===== config.mk =====
export PLATFORM = sky130hd
export DESIGN_NAME = sertx_top
export DESIGN_NICKNAME = d
export VERILOG_FILES = /design/src/rtl/sertx_pkg.sv /design/src/rtl/sertx_fifo.sv /design/src/rtl/sertx_line.sv /design/src/rtl/sertx_svc.sv /design/src/rtl/sertx_top.sv
export SDC_FILE = /design/constraint.sdc
export NUM_CORES = 1
export LEC_CHECK = 0
export ABC_AREA = 1
export BUFFER_PORTS_ARGS = -buffer_cell sky130_fd_sc_hd__buf_2
export CAP_MARGIN = 20
export CORE_MARGIN = 5
export CORE_UTILIZATION = 55
export CTS_CLUSTER_SIZE = 12
export DETAILED_ROUTE_END_ITERATION = 8
export PLACE_DENSITY = 0.82
export REMOVE_ABC_BUFFERS = 1
export SKIP_LAST_GASP = 1
export SLEW_MARGIN = 0
export SYNTH_ARGS = -nofsm -noshare
export SYNTH_HDL_FRONTEND = slang
export SYNTH_SLANG_ARGS = --single-unit

===== constraint.sdc =====
create_clock -name clk -period 2.31 [get_ports clk]
set_input_delay 0.231 -clock clk [delete_from_list [all_inputs] [get_ports clk]]
set_output_delay 0.231 -clock clk [all_outputs]
set_load 0.05 [all_outputs]

===== src/rtl/sertx_pkg.sv =====
// Shared constants and types for the serial transmit path.
package sertx_pkg;
    localparam int CHAR_W     = 8;
    localparam int FRAME_BITS = CHAR_W + 2;   // start + data + stop

    typedef logic [CHAR_W-1:0] char_t;

    // Which condition drives the service request.
    typedef enum logic [1:0] {
        REQ_OFF    = 2'd0,
        REQ_REFILL = 2'd1,
        REQ_DRAIN  = 2'd2
    } req_mode_e;
endpackage


===== src/rtl/sertx_fifo.sv =====
// Character queue. It accepts one push and one pop per cycle.
// Assumes: the caller never pushes when full and never pops when empty.
module sertx_fifo
    import sertx_pkg::*;
#(
    parameter int DEPTH = 8,
    localparam int PW = (DEPTH > 1) ? $clog2(DEPTH) : 1,
    localparam int CW = $clog2(DEPTH + 1)
) (
    input  logic          clk,
    input  logic          rst_n,
    input  logic          push,
    input  char_t         push_data,
    input  logic          pop,
    output char_t         head,
    output logic [CW-1:0] count
);
    char_t         mem [DEPTH];
    logic [PW-1:0] wr_ptr;
    logic [PW-1:0] rd_ptr;

    function automatic logic [PW-1:0] next_ptr(input logic [PW-1:0] p);
        return (p == PW'(DEPTH - 1)) ? '0 : p + 1'b1;
    endfunction

    // Store the pushed character.
    always_ff @(posedge clk) begin
        if (push) mem[wr_ptr] <= push_data;
    end

    // Advance the pointers and track the occupancy.
    always_ff @(posedge clk) begin
        if (!rst_n) begin
            wr_ptr <= '0;
            rd_ptr <= '0;
            count  <= '0;
        end else begin
            if (push) wr_ptr <= next_ptr(wr_ptr);
            if (pop)  rd_ptr <= next_ptr(rd_ptr);
            case ({push, pop})
                2'b10:   count <= count + 1'b1;
                2'b01:   count <= count - 1'b1;
                default: count <= count;
            endcase
        end
    end

    assign head = mem[rd_ptr];
endmodule


===== src/rtl/sertx_line.sv =====
// Holding stage, shift stage and bit timer. These take characters from the queue
// and frame them onto the serial line: start 0, data LSB first, stop 1.
// Assumes: bit_cycles changes only while the line is idle.
module sertx_line
    import sertx_pkg::*;
#(
    parameter int DIV_W = 16
) (
    input  logic             clk,
    input  logic             rst_n,
    input  logic             q_empty,
    input  char_t            q_head,
    input  logic [DIV_W-1:0] bit_cycles,
    output logic             q_pop,
    output logic             hold_busy,
    output logic             shift_busy,
    output logic             txd
);
    localparam int BIW = $clog2(FRAME_BITS);

    char_t                 hold_q;
    logic                  hold_vld;
    logic                  busy;
    logic [FRAME_BITS-1:0] frame_q;
    logic [BIW-1:0]        bit_idx;
    logic [DIV_W-1:0]      baud_cnt;
    logic [DIV_W-1:0]      div_eff;
    logic                  tick;
    logic                  last_tick;
    logic                  take;

    // Bit length: a value of 0 counts as 1.
    assign div_eff   = (bit_cycles == '0) ? DIV_W'(1) : bit_cycles;
    assign tick      = busy && (baud_cnt == div_eff - 1'b1);
    assign last_tick = tick && (bit_idx == BIW'(FRAME_BITS - 1));
    assign take      = hold_vld && (!busy || last_tick);
    assign q_pop     = !hold_vld && !q_empty;

    // Holding stage: refill from the queue, empty when the shifter takes it.
    always_ff @(posedge clk) begin
        if (!rst_n) begin
            hold_vld <= 1'b0;
            hold_q   <= '0;
        end else if (q_pop) begin
            hold_vld <= 1'b1;
            hold_q   <= q_head;
        end else if (take) begin
            hold_vld <= 1'b0;
        end
    end

    // Bit timer: count the cycles inside each bit.
    always_ff @(posedge clk) begin
        if (!rst_n)          baud_cnt <= '0;
        else if (take || tick || !busy) baud_cnt <= '0;
        else                 baud_cnt <= baud_cnt + 1'b1;
    end

    // Shift stage: load a frame, shift one bit per tick, release after stop.
    always_ff @(posedge clk) begin
        if (!rst_n) begin
            busy    <= 1'b0;
            frame_q <= '1;
            bit_idx <= '0;
        end else if (take) begin
            busy    <= 1'b1;
            frame_q <= {1'b1, hold_q, 1'b0};
            bit_idx <= '0;
        end else if (last_tick) begin
            busy    <= 1'b0;
            frame_q <= '1;
            bit_idx <= '0;
        end else if (tick) begin
            frame_q <= {1'b1, frame_q[FRAME_BITS-1:1]};
            bit_idx <= bit_idx + 1'b1;
        end
    end

    assign txd        = busy ? frame_q[0] : 1'b1;
    assign hold_busy  = hold_vld;
    assign shift_busy = busy;
endmodule


===== src/rtl/sertx_svc.sv =====
// Host service logic: the write window cap, the overrun flag and the request
// handshake. The request re-arms only when its condition has been seen false.
// Assumes: svc_done is a one-cycle strobe.
module sertx_svc
    import sertx_pkg::*;
#(
    parameter int BURST_MAX = 8,
    localparam int WCW = $clog2(BURST_MAX + 1)
) (
    input  logic clk,
    input  logic rst_n,
    input  logic wr_en,
    input  logic q_full,
    input  logic q_empty,
    input  logic path_idle,
    input  logic req_refill,
    input  logic req_drain,
    input  logic svc_done,
    output logic push,
    output logic srv_req,
    output logic overrun
);
    logic [WCW-1:0] win_cnt;
    logic [WCW-1:0] win_base;
    logic           drop;
    logic           armed;
    logic           cond;
    req_mode_e      mode;

    // A strobe opens a new window before this cycle's write is counted.
    assign win_base = svc_done ? '0 : win_cnt;
    assign push     = wr_en && !q_full && (win_base < WCW'(BURST_MAX));
    assign drop     = wr_en && !push;

    // Mode select: drain has priority over refill.
    always_comb begin
        if (req_drain)       mode = REQ_DRAIN;
        else if (req_refill) mode = REQ_REFILL;
        else                 mode = REQ_OFF;
    end

    // Request condition for the selected mode.
    always_comb begin
        case (mode)
            REQ_DRAIN:  cond = path_idle;
            REQ_REFILL: cond = q_empty;
            default:    cond = 1'b0;
        endcase
    end

    // Window counter of accepted writes.
    always_ff @(posedge clk) begin
        if (!rst_n) win_cnt <= '0;
        else        win_cnt <= win_base + WCW'(push);
    end

    // Sticky overrun: a drop sets it, a strobe clears it, and a drop wins.
    always_ff @(posedge clk) begin
        if (!rst_n)        overrun <= 1'b0;
        else if (drop)     overrun <= 1'b1;
        else if (svc_done) overrun <= 1'b0;
    end

    // Request handshake with re-arm on a false condition.
    always_ff @(posedge clk) begin
        if (!rst_n) begin
            srv_req <= 1'b0;
            armed   <= 1'b1;
        end else if (srv_req) begin
            armed <= 1'b0;
            if (svc_done) srv_req <= 1'b0;
        end else if (!cond) begin
            armed <= 1'b1;
        end else if (armed) begin
            srv_req <= 1'b1;
            armed   <= 1'b0;
        end
    end
endmodule


===== src/rtl/sertx_top.sv =====
// Single-channel serial transmit path: queue, holding stage, shift stage and
// host service request logic.
// Assumes: one clock domain, and the host strobes svc_done to close each window.
module sertx_top
    import sertx_pkg::*;
#(
    parameter int FIFO_DEPTH = 8,
    parameter int BURST_MAX  = 8,
    parameter int DIV_W      = 16,
    localparam int CW = $clog2(FIFO_DEPTH + 1)
) (
    input  logic             clk,
    input  logic             rst_n,
    input  logic             wr_en,
    input  logic [7:0]       wr_data,
    input  logic             req_refill,
    input  logic             req_drain,
    input  logic             svc_done,
    input  logic [DIV_W-1:0] bit_cycles,
    output logic             txd,
    output logic             srv_req,
    output logic             tx_idle,
    output logic             overrun
);
    logic          push;
    logic          pop;
    char_t         head;
    logic [CW-1:0] fifo_cnt;
    logic          q_empty;
    logic          q_full;
    logic          hold_busy;
    logic          shift_busy;

    assign q_empty = (fifo_cnt == '0);
    assign q_full  = (fifo_cnt == CW'(FIFO_DEPTH));
    assign tx_idle = q_empty && !hold_busy && !shift_busy;

    sertx_fifo #(.DEPTH(FIFO_DEPTH)) u_fifo (
        .clk       (clk),
        .rst_n     (rst_n),
        .push      (push),
        .push_data (wr_data),
        .pop       (pop),
        .head      (head),
        .count     (fifo_cnt)
    );

    sertx_line #(.DIV_W(DIV_W)) u_line (
        .clk        (clk),
        .rst_n      (rst_n),
        .q_empty    (q_empty),
        .q_head     (head),
        .bit_cycles (bit_cycles),
        .q_pop      (pop),
        .hold_busy  (hold_busy),
        .shift_busy (shift_busy),
        .txd        (txd)
    );

    sertx_svc #(.BURST_MAX(BURST_MAX)) u_svc (
        .clk        (clk),
        .rst_n      (rst_n),
        .wr_en      (wr_en),
        .q_full     (q_full),
        .q_empty    (q_empty),
        .path_idle  (tx_idle),
        .req_refill (req_refill),
        .req_drain  (req_drain),
        .svc_done   (svc_done),
        .push       (push),
        .srv_req    (srv_req),
        .overrun    (overrun)
    );
endmodule


-- After elaboration in Yosys (flattened, before gate mapping)
Memory sizes are Yosys's and may differ from the RTL's. A register that Yosys moved wholly into a read port is not among the register bits.
Cells that the tools add are included.
- register bits: 48
- memory bits (writable): 64
- input bits: 30
- output and inout port bits: 4
- word-level logic and storage cells: 85
- memories: 1
- add/subtract/negate cells: 8
- order comparisons: 1
- equal/unequal tests: 9
- multiplexer cells: 26
- bitwise operators: 1
- reductions and logical operators: 27
- memory list (memory ; depth ; width ; read ports ; clocked after memory_dff ; wr ports ; RTL line ; source):
    u_fifo.mem ; 8 ; 8 ; 1 ; 1 ; 1 ; sertx_fifo.sv:18 ; char_t mem [DEPTH];
- operators with widths (cell ; number):
    9-bit two-way mux ; 3
    16-bit by 1-bit adder with 16-bit output (second input constant) ; 1
    16-bit equality test ; 1
    16-bit zero test ; 1
    1-bit two-way mux ; 16
    16-bit two-way mux ; 1
    16-bit by 1-bit subtractor with 16-bit output (second input constant) ; 1
    1-bit logical AND ; 9
    4-bit by 1-bit adder with 4-bit output (second input constant) ; 2
    4-bit equality test (second input constant) ; 2
    4-bit case mux with 2 select lines ; 1
    2-bit nonzero test ; 4
    3-bit by 1-bit adder with 3-bit output (second input constant) ; 2
    3-bit equality test (second input constant) ; 2
    1-bit zero test ; 6
    3-bit two-way mux ; 2
    4-bit by 1-bit adder with 4-bit output ; 1
    2-bit by 1-bit equality test with 1-bit output (second input constant) ; 2
    2-bit equality test (second input constant) ; 2
    4-bit zero test ; 1
    4-bit less-than comparator (second input constant) ; 1
    4-bit two-way mux ; 1
    4-bit by 1-bit subtractor with 4-bit output (second input constant) ; 1
    1-bit logical OR ; 3
    6 further kinds ; 6

-- Longest topological paths before layout
Gate-level depths: netlist of run 1.
- depth in word-level cells: 11
- mapped depth: 24
- mapped depth without buffers: 24

-- Cells and area by module
From an unflattened synthesis of run 1, not the netlist that was laid out.
- cell total of the unflattened synthesis: 704
- area, all modules: 6067.1 um^2
- modules (own cells, without submodules) (module ; instances ; cells an instance ; area each (um^2)):
    sertx_fifo ; 1 ; 266 ; 3160.5
    sertx_line ; 1 ; 387 ; 2556.2
    sertx_svc ; 1 ; 43 ; 317.8
    sertx_top ; 1 ; 8 ; 32.5

-- Least setup slack after synthesis of run 1
OpenSTA, ideal clock, no wires.
- path type: in2reg
- start point: input bit_cycles[11]
- end point: register u_line.frame_q[0]
- data arrival time: 2.200 ns
- setup slack: -0.021 ns
- stages on the path: 19
- path buffers: 0
- cells stage by stage: nor2_1 > nand2_2 > nor2_4 > nand2_2 > nand2_1 > inv_2 > ha_1 > nand2_1 > xor2_1 > or2_2 > nand2_1 > nor2_1 > nand2_1 > nor2_4 > nand3_4 > nand2_4 > nand2_1 > nand2_1 > nand3_1
- longest elaborated chain between the ends: 9
- elaborated cells between the ends (all ways): 11
- classes of those cells: add/sub (1); eq/ne (1); mux (3); reduce/logical (6)
- ends and longest elaborated chain (item ; RTL line ; source):
    start: declaration ; sertx_top.sv:19 ; input logic [DIV_W-1:0] bit_cycles,
    16-bit zero test ; sertx_line.sv:33 ; assign div_eff = (bit_cycles == '0) ? DIV_W'(1) : bit_cycles;
    16-bit two-way mux (*) ; sertx_line.sv:33 ;
    16-bit by 1-bit subtractor with 16-bit output (*) ; sertx_line.sv:34 ; assign tick = busy && (baud_cnt == div_eff - 1'b1);
    16-bit equality test (*) ; sertx_line.sv:34 ;
    1-bit logical AND (*) ; sertx_line.sv:34 ;
    1-bit logical AND ; sertx_line.sv:35 ; assign last_tick = tick && (bit_idx == BIW'(FRAME_BITS - 1));
    1-bit logical OR ; sertx_line.sv:36 ; assign take = hold_vld && (!busy || last_tick);
    1-bit logical AND ; sertx_line.sv:36 ;
    3-bit nonzero test (no source line) / 9-bit two-way mux (equally long branches) ; -- ;
    end signal: assignment ; sertx_line.sv:67 ; frame_q <= {1'b1, hold_q, 1'b0};
    end signal: assignment ; sertx_line.sv:74 ; frame_q <= {1'b1, frame_q[FRAME_BITS-1:1]};
    end: declaration ; sertx_line.sv:24 ; logic [FRAME_BITS-1:0] frame_q;
Mark *: on every way between the ends. The rest lies on a longest branch, timed or not.
A chain may end at the register's enable or synchronous reset.

-- Worst setup path after layout of run 1
- start point: register u_fifo.count[2]
- end point: register u_fifo.count[3]
- longest elaborated chain between the ends: 6
- elaborated cells between the ends (all ways): 13
- classes of those cells: add/sub (2); eq/ne (3); mux (1); reduce/logical (7)
- ends and longest elaborated chain (item ; RTL line ; source):
    start: declaration ; sertx_fifo.sv:16 ; output logic [CW-1:0] count
    start signal: assignment ; sertx_fifo.sv:41 ; 2'b10: count <= count + 1'b1;
    start signal: assignment ; sertx_fifo.sv:42 ; 2'b01: count <= count - 1'b1;
    start signal: assignment ; sertx_fifo.sv:43 ; default: count <= count;
    4-bit equality test (*) ; sertx_top.sv:35 ; assign q_full = (fifo_cnt == CW'(FIFO_DEPTH));
    1-bit zero test (*) ; sertx_svc.sv:32 ; assign push = wr_en && !q_full && (win_base < WCW'(BURST_MAX));
    1-bit logical AND (*) (2 in series) ; sertx_svc.sv:32 ;
    net push ; sertx_top.sv:25 ; logic push;
    2-bit by 1-bit equality test with 1-bit output / 2-bit equality test (equally long branches) ; sertx_fifo.sv:40 ; case ({push, pop})
    4-bit case mux with 2 select lines / 2-bit nonzero test (equally long branches) ; -- ;
Mark *: on every way through the listed nets, which the timed path passes. The rest lies on a longest branch.

==> results.json, run 1 <==
{
  "post-route-drc-count": 0,
  "crit_path_max_incr_delay_ns": 0.38,
  "synth_top_area_share_pct": 32.5,
  "yosys-top-cells-area": "edfxtp_1 (32%), dfxtp_1 (19%), nand2_1 (7.4%)",
  "outcome": "finished, final reports clean",
  "instances_no_fill": 916,
  "start_util_pct": 56.8,
  "critPathLaunch": "u_fifo.count[2]",
  "cp_max_fo": 3,
  "diodes": 0,
  "hp-class": "in2reg",
  "ys_seq_elements": 120,
  "finalCriticalPeriod_ns": 2.12,
  "antenna_found_initial": 0,
  "cp_top_family": "simple AND/OR/NAND/NOR gates",
  "final_common_cell": "nand2_1",
  "layout_common_cells": "nand2_1 (115), nor2_1 (108), inv_1 (75), edfxtp_1 (64), dfxtp_1 (55)",
  "worst_slew_pin_slew_ns": 0.554,
  "cp_slowest_cell": "dfxtp_1",
  "clock_path_buffers": 2,
  "critPathKind": "reg2reg",
  "wl_per_cell_um": 14.4,
  "postRouteWirelength_mm": 13.2,
  "track_usage_pct": 21.7,
  "drtAntennaViolNets": 0,
  "synth_cells": 674,
  "htreeDepth": 4,
  "area_growth_pct": 23.2,
  "tritoncts": "yes",
  "fp.dieH_um": 114,
  "clk_pin_slew_ns": 0.06,
  "setup_viol": 0,
  "yosys_warnings": 0,
  "crit_buf_inv": 2,
  "grt-ovfl-total": 0,
  "cpMostUsedCell": "nor2_1",
  "layout-drive-gt1-share_pct": 18.1,
  "max_slew_margin_pct": 62.8,
  "ios": 34,
  "hpwl_mm": 8.77,
  "final_nets": 811,
  "root_buffer": "clkbuf_8",
  "async_reset_ff_share_pct": 0,
  "synth.distinct_cells": 44,
  "ys_seq_area_share_pct": 51.4,
  "end_kind": "flip-flop",
  "rsz0062_at_grt": "yes",
  "dieWidth_um": 114,
  "finClkSkew_ns": 0.00916,
  "grt_max_degree": 34,
  "numPlacedInstances": 873,
  "maxCapViolCount": 0,
  "max_freq_mhz": 471,
  "grt_pass1_vias": 4834,
  "place.gp.congestion": 0.903,
  "whs_ns": 0.0751,
  "portBuffers": 33,
  "insertion_delay_ns": 0.52,
  "die_area_um2": 12900,
  "finalHoldViolations": 0,
  "viasPerCell": 5.31,
  "synth_flop_cell": "edfxtp_1",
  "num_vias": 4865,
  "slew_violations": 0,
  "cp.arrival_ns": 2.53,
  "drtPass1Iterations": 5,
  "grt_pass1_wl_mm": 22.2,
  "numCtsBuffers": 17,
  "power.leakage_nw": 3.03,
  "synth_area_um2": 5920,
  "cp.required_ns": 2.71,
  "yosys.area.top_type": "edfxtp_1",
  "syn_avg_cell_area_um2": 8.78,
  "rows": 37,
  "ir_worst_vdd_mv": 1.08,
  "fin_crit_sh_pct": 91.9,
  "cp-start-kind": "flip-flop",
  "clock-sinks": 120,
  "worstReg2RegStart": "u_fifo.count[2]",
  "path_cells": "inv_1 -> nand3_1 -> nand2_1 -> nor2_1 -> inv_1 -> ha_2 -> ha_1 -> nand2_1 -> nor2_1 -> a211oi_2 -> nor2_1 -> nor2_1 -> nand2_1 -> o21ai_0 -> a21oi_1",
  "min_from": "req_drain",
  "fp.coreArea_um2": 10400,
  "synth-edff-count": 64,
  "drtIter0Drc": 437,
  "p_per_area_nw_per_um2": 1020
}
## power breakdown
group          leakage, nW  total, mW  internal (mW)  switching (mW)
Clock                0.271       2.49           1.54           0.954
Sequential            1.04       2.70           2.54           0.156
Combinational         1.72       2.23          0.847            1.39
## kinds of logic (layout without fill, tap and decap cells)
group	after synthesis	after routing	synth area share, %
xor+xnor	29	29	4.75
mux	8	8	1.35
buf+inv	106	212	6.99
fa+ha+maj	14	14	3.09
simple gates	313	313	23.6
flops	120	120	51.4
compound gates	84	84	8.77
## worst paths after layout
kind | cells after the start | to | slack (ns)
worst max-delay path | 15 | u_fifo.count[3] | 0.19
worst min-delay path | 4 | u_svc.armed | 0.08
worst max register to register | 15 | u_fifo.count[3] | 0.19
worst min register to register | 2 | u_line.hold_q[2] | 0.47
## flip-flops by register name (all words and copies together) (netlist names)
name	flops
u_fifo.mem	64
u_line.baud_cnt	16
u_line.frame_q	9
u_line.hold_q	8
u_fifo.count	4
u_line.bit_idx	4
u_svc.win_cnt	4
u_fifo.rd_ptr	3
u_fifo.wr_ptr	3
u_line.hold_busy	1
u_line.shift_busy	1
u_svc.armed	1
u_svc.overrun	1
u_svc.srv_req	1
## metal layers
metal | global-route usage [%] | part of all wire [%] | wire [um] | vias up
met3 | 5.31 | 5.7 | 748 | 27
li1 | - | - | - | 2436
met4 | 9.05 | 2.0 | 261 | 0
met5 | 0 | 0 | 0 | -
met2 | 38.0 | 51 | 6730 | 151
met1 | 25.5 | 41 | 5440 | 2251
## metrics by stage
stage | instance area, um^2 | worst slack (ns) | setup TNS (ns) | total power, mW | util, %
2_1_floorplan | 5830 | -0.0881 | -0.845 | 4.14 | -
3_3_place_gp | 6570 | -0.272 | -5.95 | 4.73 | 63.0
3_5_place_dp | 6570 | -0.385 | -8.12 | 4.83 | 63.0
4_1_cts | 7230 | 0.0644 | 0 | 7.39 | 69.4
5_1_grt | 7290 | -0.0113 | -0.0178 | 7.88 | 70.0
6_report | 7290 | 0.188 | 0 | 7.42 | 70.0
## worst register-to-register path: cells and delay by family (launching register included)
kind | cells | cell delay [ns]
AOI/OAI and AO/OA | 3 | 0.38
DFF | 1 | 0.38
buffers and inverters | 2 | 0.17
adders and majority gates | 2 | 0.50
and+or+nand+nor | 8 | 0.59
## area by class of cell
cell class	count	area, um^2
multi-input combinational	448	2510
timing repair buffer	94	673
clock inverter	14	149
fill	760	3120
tap	136	170
inverter	86	323
sequential	120	3040
clock buffer	18	418
## synth_stat cells, types with 3 or more instances
| cell type | number |
|---|---|
| a211oi_1 | 3 |
| a21oi_1 | 22 |
| clkbuf_1 | 16 |
| clkinv_1 | 10 |
| dfxtp_1 | 56 |
| edfxtp_1 | 64 |
| ha_1 | 13 |
| inv_1 | 75 |
| mux2i_1 | 8 |
| nand2_1 | 117 |
| nand2_4 | 3 |
| nand3_1 | 36 |
| nand3b_1 | 9 |
| nand4_1 | 10 |
| nor2_1 | 113 |
| nor2_4 | 5 |
| nor3_1 | 5 |
| o211ai_1 | 8 |
| o21ai_0 | 27 |
| o21ai_1 | 4 |
| o221ai_1 | 8 |
| o32ai_1 | 8 |
| xnor2_1 | 7 |
| xor2_1 | 20 |
## repair_timing
item,in CTS,in global routing
hold buffers,10,0
setup endpoints to repair,0,13
endpoints found under the hold margin,66,0
setup buffers,0,1
gates resized for setup,0,13
Power figures use the tool's default switching activity.
==> inputs of run 2 (changes only) <==
--- a/config.mk
+++ b/config.mk
@@ -8,7 +8,7 @@
 export ABC_AREA = 1
 export BUFFER_PORTS_ARGS = -buffer_cell sky130_fd_sc_hd__buf_2
 export CAP_MARGIN = 20
-export CORE_MARGIN = 5
+export CORE_MARGIN = 8
 export CORE_UTILIZATION = 55
 export CTS_CLUSTER_SIZE = 12
 export DETAILED_ROUTE_END_ITERATION = 8
==> run 2 against run 1 <==
Effect of this change:
- via count up 1.0%
- setup slack worse by 0.093 ns
- maximum frequency decreased by 4.2%
- final cell count up 0.22%
- critical path type unchanged
- largest cell class unchanged
==> results.json, run 2 (synthesis results as in run 1) <==
{
  "drtIter0Drc": 434,
  "ios": 34,
  "finalCriticalPeriod_ns": 2.21,
  "start_util_pct": 55.6,
  "postCtsSetupRepairBufs": 0,
  "hp-class": "in2reg",
  "post-route-drc-count": 0,
  "drtPass1Iterations": 6,
  "track_usage_pct": 19.5,
  "dieWidth_um": 120,
  "area_growth_pct": 23.0,
  "largest_register_ffs": 64,
  "max_freq_mhz": 452,
  "outcome": "finished, final reports clean",
  "worst_slew_pin_slew_ns": 0.595,
  "wl_per_cell_um": 14.7,
  "fp.dieH_um": 120,
  "cp_slowest_cell": "dfxtp_1",
  "die_area_um2": 14300,
  "hpwl_mm": 9.27,
  "cp-start-kind": "flip-flop",
  "clock_path_buffers": 2,
  "layout-drive-gt1-share_pct": 18.8,
  "drtAntennaViolNets": 0,
  "grt_pass1_wl_mm": 22.6,
  "postRouteWirelength_mm": 13.5,
  "finClkSkew_ns": 0.00764,
  "cp_max_fo": 3,
  "max_slew_margin_pct": 60.3,
  "cp.arrival_ns": 2.63,
  "final_nets": 809,
  "clk_pin_slew_ns": 0.06,
  "top_register": "u_fifo.mem",
  "place.gp.congestion": 0.916,
  "root_buffer": "clkbuf_8",
  "maxCapViolCount": 0,
  "finalHoldViolations": 0,
  "slew_violations": 0,
  "fp.coreArea_um2": 10700,
  "crit_path_max_incr_delay_ns": 0.38,
  "htreeDepth": 4,
  "numCtsBuffers": 17,
  "grt_pass1_vias": 4933,
  "ir_worst_vdd_mv": 0.727,
  "cpMostUsedCell": "nor2_1",
  "final_common_cell": "nand2_1",
  "cp.required_ns": 2.72,
  "clock-sinks": 120,
  "p_per_area_nw_per_um2": 1010,
  "antenna_found_initial": 0,
  "insertion_delay_ns": 0.52,
  "rows": 38,
  "portBuffers": 33,
  "layout_common_cells": "nand2_1 (114), nor2_1 (107), inv_1 (74), edfxtp_1 (64), dfxtp_1 (55)",
  "critPathKind": "reg2reg",
  "power.leakage_nw": 3.03,
  "grt_max_degree": 27,
  "reg_top3": "u_fifo.mem: 64 flops, u_line.baud_cnt: 16 flops, u_line.frame_q: 9 flops",
  "viasPerCell": 5.36,
  "path_cells": "inv_1 -> nand3_1 -> inv_2 -> nor2_1 -> ha_2 -> ha_1 -> nand2_1 -> nor2_1 -> a211oi_2 -> nor2_1 -> nor2_1 -> nand2_1 -> o21ai_0 -> a21oi_1",
  "diodes": 0,
  "fin_util_pct": 68.4,
  "tritoncts": "yes",
  "grt-ovfl-total": 0,
  "whs_ns": 0.0557,
  "fin_crit_sh_pct": 95.9,
  "setup_viol": 0,
  "end_kind": "flip-flop",
  "num_vias": 4916
}
==> run 2: layout make-up <==
cell class | count | area [um^2]
Clock buffer | 17 | 414
Clock inverter | 15 | 133
Fill cell | 778 | 3370
Inverter | 86 | 323
Multi-Input combinational cell | 448 | 2530
Sequential cell | 120 | 3040
Tap cell | 140 | 175
Timing Repair Buffer | 92 | 658
==> run 2: worst paths after layout <==
check                endpoint             start  cells after the start  slack, ns
max reg2reg   u_fifo.count[3]   u_fifo.count[2]                     14        0.1
min               u_svc.armed         req_drain                      4       0.06
max           u_fifo.count[3]   u_fifo.count[2]                     14        0.1
min reg2reg  u_line.hold_q[4]  u_line.hold_q[4]                      2       0.47
==> run 2: per-layer routing <==
metal  global-route usage [%]  vias up  share of wire [%]
met5                        0        -                  0
met4                     10.9        0                2.9
met3                     5.07       37                5.4
met2                     34.8      145                 52
met1                     20.4     2306                 40
li1                         -     2428                  -
==> run 2: power by group <==
| group | internal (mW) | switching (mW) | leakage, nW |
|---|---|---|---|
| combinational | 0.860 | 1.40 | 1.72 |
| clock | 1.36 | 1.02 | 0.272 |
| sequential | 2.54 | 0.163 | 1.04 |
| total | 4.76 | 2.58 | 3.03 |
==> run 2: critical path, delay by kind of cell (launching register included) <==
family          cells  cell delay (ns)
compound gates      3             0.41
fa+ha+maj           2             0.50
simple gates        7             0.65
buf+inv             2             0.17
flops               1             0.38
==> run 2: through the flow <==
stage                     total power [mW]  std cells  setup WS, ns  cell area [um^2]  TNS [ns]
final                                 7.35        918        0.0953              7280         0
after global routing                  7.75        918       -0.0668              7280   -0.0668
after CTS                             7.29        918        0.0541              7210         0
after detailed placement              4.86        876        -0.411              6560    -10.40
after global placement                4.73        876        -0.256              6560     -6.37
after floorplan                       4.14        654       -0.0881              5830    -0.845
==> run 2: what timing repair did <==
item                       CTS  global route
hold endpoints to repair    66             0
setup endpoints to repair    0            28
hold buffers                10             0
gates resized for setup      0            19
==> inputs of run 3 (changes only) <==
--- a/config.mk
+++ b/config.mk
@@ -8,7 +8,7 @@
 export ABC_AREA = 1
 export BUFFER_PORTS_ARGS = -buffer_cell sky130_fd_sc_hd__buf_2
 export CAP_MARGIN = 20
-export CORE_MARGIN = 8
+export CORE_MARGIN = 10
 export CORE_UTILIZATION = 55
 export CTS_CLUSTER_SIZE = 12
 export DETAILED_ROUTE_END_ITERATION = 8
==> run 3 against run 2 <==
Effect of this change:
- non-clock buffer count grew 3
- critical path type unchanged
- sequential power is essentially flat
- die area grew 6.8%
- first-iteration DRC count shrank 6.7%
- critical path depth is the same
- maximum frequency shrank 1.2%
==> results.json, run 3 (synthesis results as in run 1) <==
{
  "layout-drive-gt1-share_pct": 18.7,
  "numPlacedInstances": 873,
  "place.gp.congestion": 0.938,
  "root_buffer": "clkbuf_8",
  "p_per_area_nw_per_um2": 1010,
  "layout_setup_ws_ns": 0.0681,
  "insertion_delay_ns": 0.53,
  "top_register": "u_fifo.mem",
  "grt_pass1_wl_mm": 22.7,
  "portBuffers": 33,
  "track_usage_pct": 18.8,
  "critPathKind": "reg2reg",
  "viasPerCell": 5.42,
  "pre_cts_ws_ns": -0.430,
  "postRouteWirelength_mm": 14.2,
  "dieWidth_um": 124,
  "die_area_um2": 15300,
  "r2r_slack_ns": 0.07,
  "instances_no_fill": 917,
  "largest_register_ffs": 64,
  "hp-class": "in2reg",
  "start_util_pct": 56.8,
  "numCtsBuffers": 17,
  "finalCriticalPeriod_ns": 2.24,
  "end_kind": "flip-flop",
  "max_freq_mhz": 446,
  "num_vias": 4966,
  "grt-ovfl-total": 0,
  "maxCapViolCount": 0,
  "min_to": "u_svc.armed",
  "fin_util_pct": 70.0,
  "fp.dieH_um": 124,
  "grt_pass1_vias": 4975,
  "power.leakage_nw": 3.02,
  "rows": 37,
  "clock-sinks": 120,
  "tritoncts": "yes",
  "ios": 34,
  "hpwl_mm": 9.41,
  "worstReg2RegStart": "u_fifo.count[3]",
  "min_delay_path_depth": 4,
  "layout_common_cells": "nand2_1 (115), nor2_1 (109), inv_1 (75), edfxtp_1 (64), dfxtp_1 (54)",
  "ir_worst_vdd_mv": 0.664,
  "grt_max_degree": 34,
  "report.power.total_mw": 7.34,
  "min_from": "req_drain",
  "diodes": 0,
  "final_nets": 812,
  "wl_per_cell_um": 15.5,
  "max_slew_margin_pct": 57.5,
  "final_common_cell": "nand2_1",
  "cp.required_ns": 2.72,
  "r2r-end": "u_fifo.count[3]",
  "nFillCells": 722,
  "post-route-drc-count": 0,
  "worst_slew_pin_slew_ns": 0.632,
  "drtIter0Drc": 405,
  "reg_top3": "u_fifo.mem: 64 flops, u_line.baud_cnt: 16 flops, u_line.frame_q: 9 flops",
  "finClkSkew_ns": 0.00799,
  "critPathLaunch": "u_fifo.count[3]",
  "outcome": "finished, final reports clean",
  "cp-start-kind": "flip-flop",
  "area_growth_pct": 23.2,
  "fp.coreArea_um2": 10400,
  "finalHoldViolations": 0,
  "fin_crit_sh_pct": 97.1,
  "antenna_found_initial": 0,
  "setup_viol": 0,
  "clock_path_buffers": 2,
  "rsz0062_at_grt": "yes",
  "cp.arrival_ns": 2.65,
  "htreeDepth": 4,
  "r2r_cells": 14,
  "cp_max_fo": 3,
  "clk_pin_slew_ns": 0.06,
  "slew_violations": 0,
  "drtAntennaViolNets": 0,
  "drtPass1Iterations": 5
}
==> run 3: worst max path at each step <==
| stage | endpoint | cells past startpoint |
|---|---|---|
| finish | u_fifo.count[3] | 14 |
| global route | u_fifo.count[3] | 14 |
| detailed placement | u_line.frame_q[1] | 22 |
| global placement | u_line.frame_q[1] | 22 |
| CTS | u_fifo.count[3] | 15 |
| floorplan | u_line.frame_q[0] | 19 |
==> run 3: worst max-delay path: stages (launching register included) <==
cell and delay (ns):
dfxtp_1 0.36, inv_1 0.08, nand3_1 0.13, inv_1 0.08
nor2_2 0.18, ha_2 0.27, ha_1 0.26, nand2_1 0.08
nor2_1 0.07, a211oi_2 0.21, nor2_1 0.07, nor2_1 0.08
nand2_1 0.07, o21ai_1 0.12, a21oi_1 0.07
==> run 3: cell type report <==
| class | instances | area (um^2) | share of cell area, % |
|---|---|---|---|
| inverters | 86 | 323 | 4.42 |
| clock inverters | 14 | 116 | 1.59 |
| multi-input cells | 448 | 2530 | 34.7 |
| well taps | 136 | 170 | 2.33 |
| clock buffers | 18 | 418 | 5.73 |
| flip-flops and latches | 120 | 3050 | 41.7 |
| repair buffers | 95 | 693 | 9.50 |
==> run 3: stage by stage <==
| step | TNS [ns] | instance area (um^2) | hold WS (ns) |
|---|---|---|---|
| 3_5_place_dp | -10.90 | 6580 | 0.456 |
| 2_1_floorplan | -0.845 | 5830 | 0.315 |
| 3_3_place_gp | -8.49 | 6580 | 0.450 |
| 6_report | 0 | 7300 | 0.0914 |
| 4_1_cts | 0 | 7220 | 0.0844 |
| 5_1_grt | -0.446 | 7300 | 0.123 |
==> run 3: repair_timing <==
item	4_1_cts	5_1_grt
pin swaps	0	4
buffers inserted	0	2
cloned	0	0
hold endpoints to repair	66	0
endpoints found under the setup margin	1	15
hold buffers	10	0
resized for setup	2	15
==> run 3: layer usage <==
layer	vias up	wire, um	GRT usage (%)
met5	-	0	0
met4	0	396	7.71
met3	39	806	5.38
met2	153	7340	33.6
met1	2349	5640	20.6
li1	2425	-	-
==> run 3: power breakdown <==
part	total [mW]	switching [mW]	internal [mW]	leakage, nW
sequential	2.72	0.174	2.54	1.04
combinational	2.28	1.43	0.856	1.73
clock	2.34	0.998	1.34	0.251
total	7.34	2.60	4.74	3.02
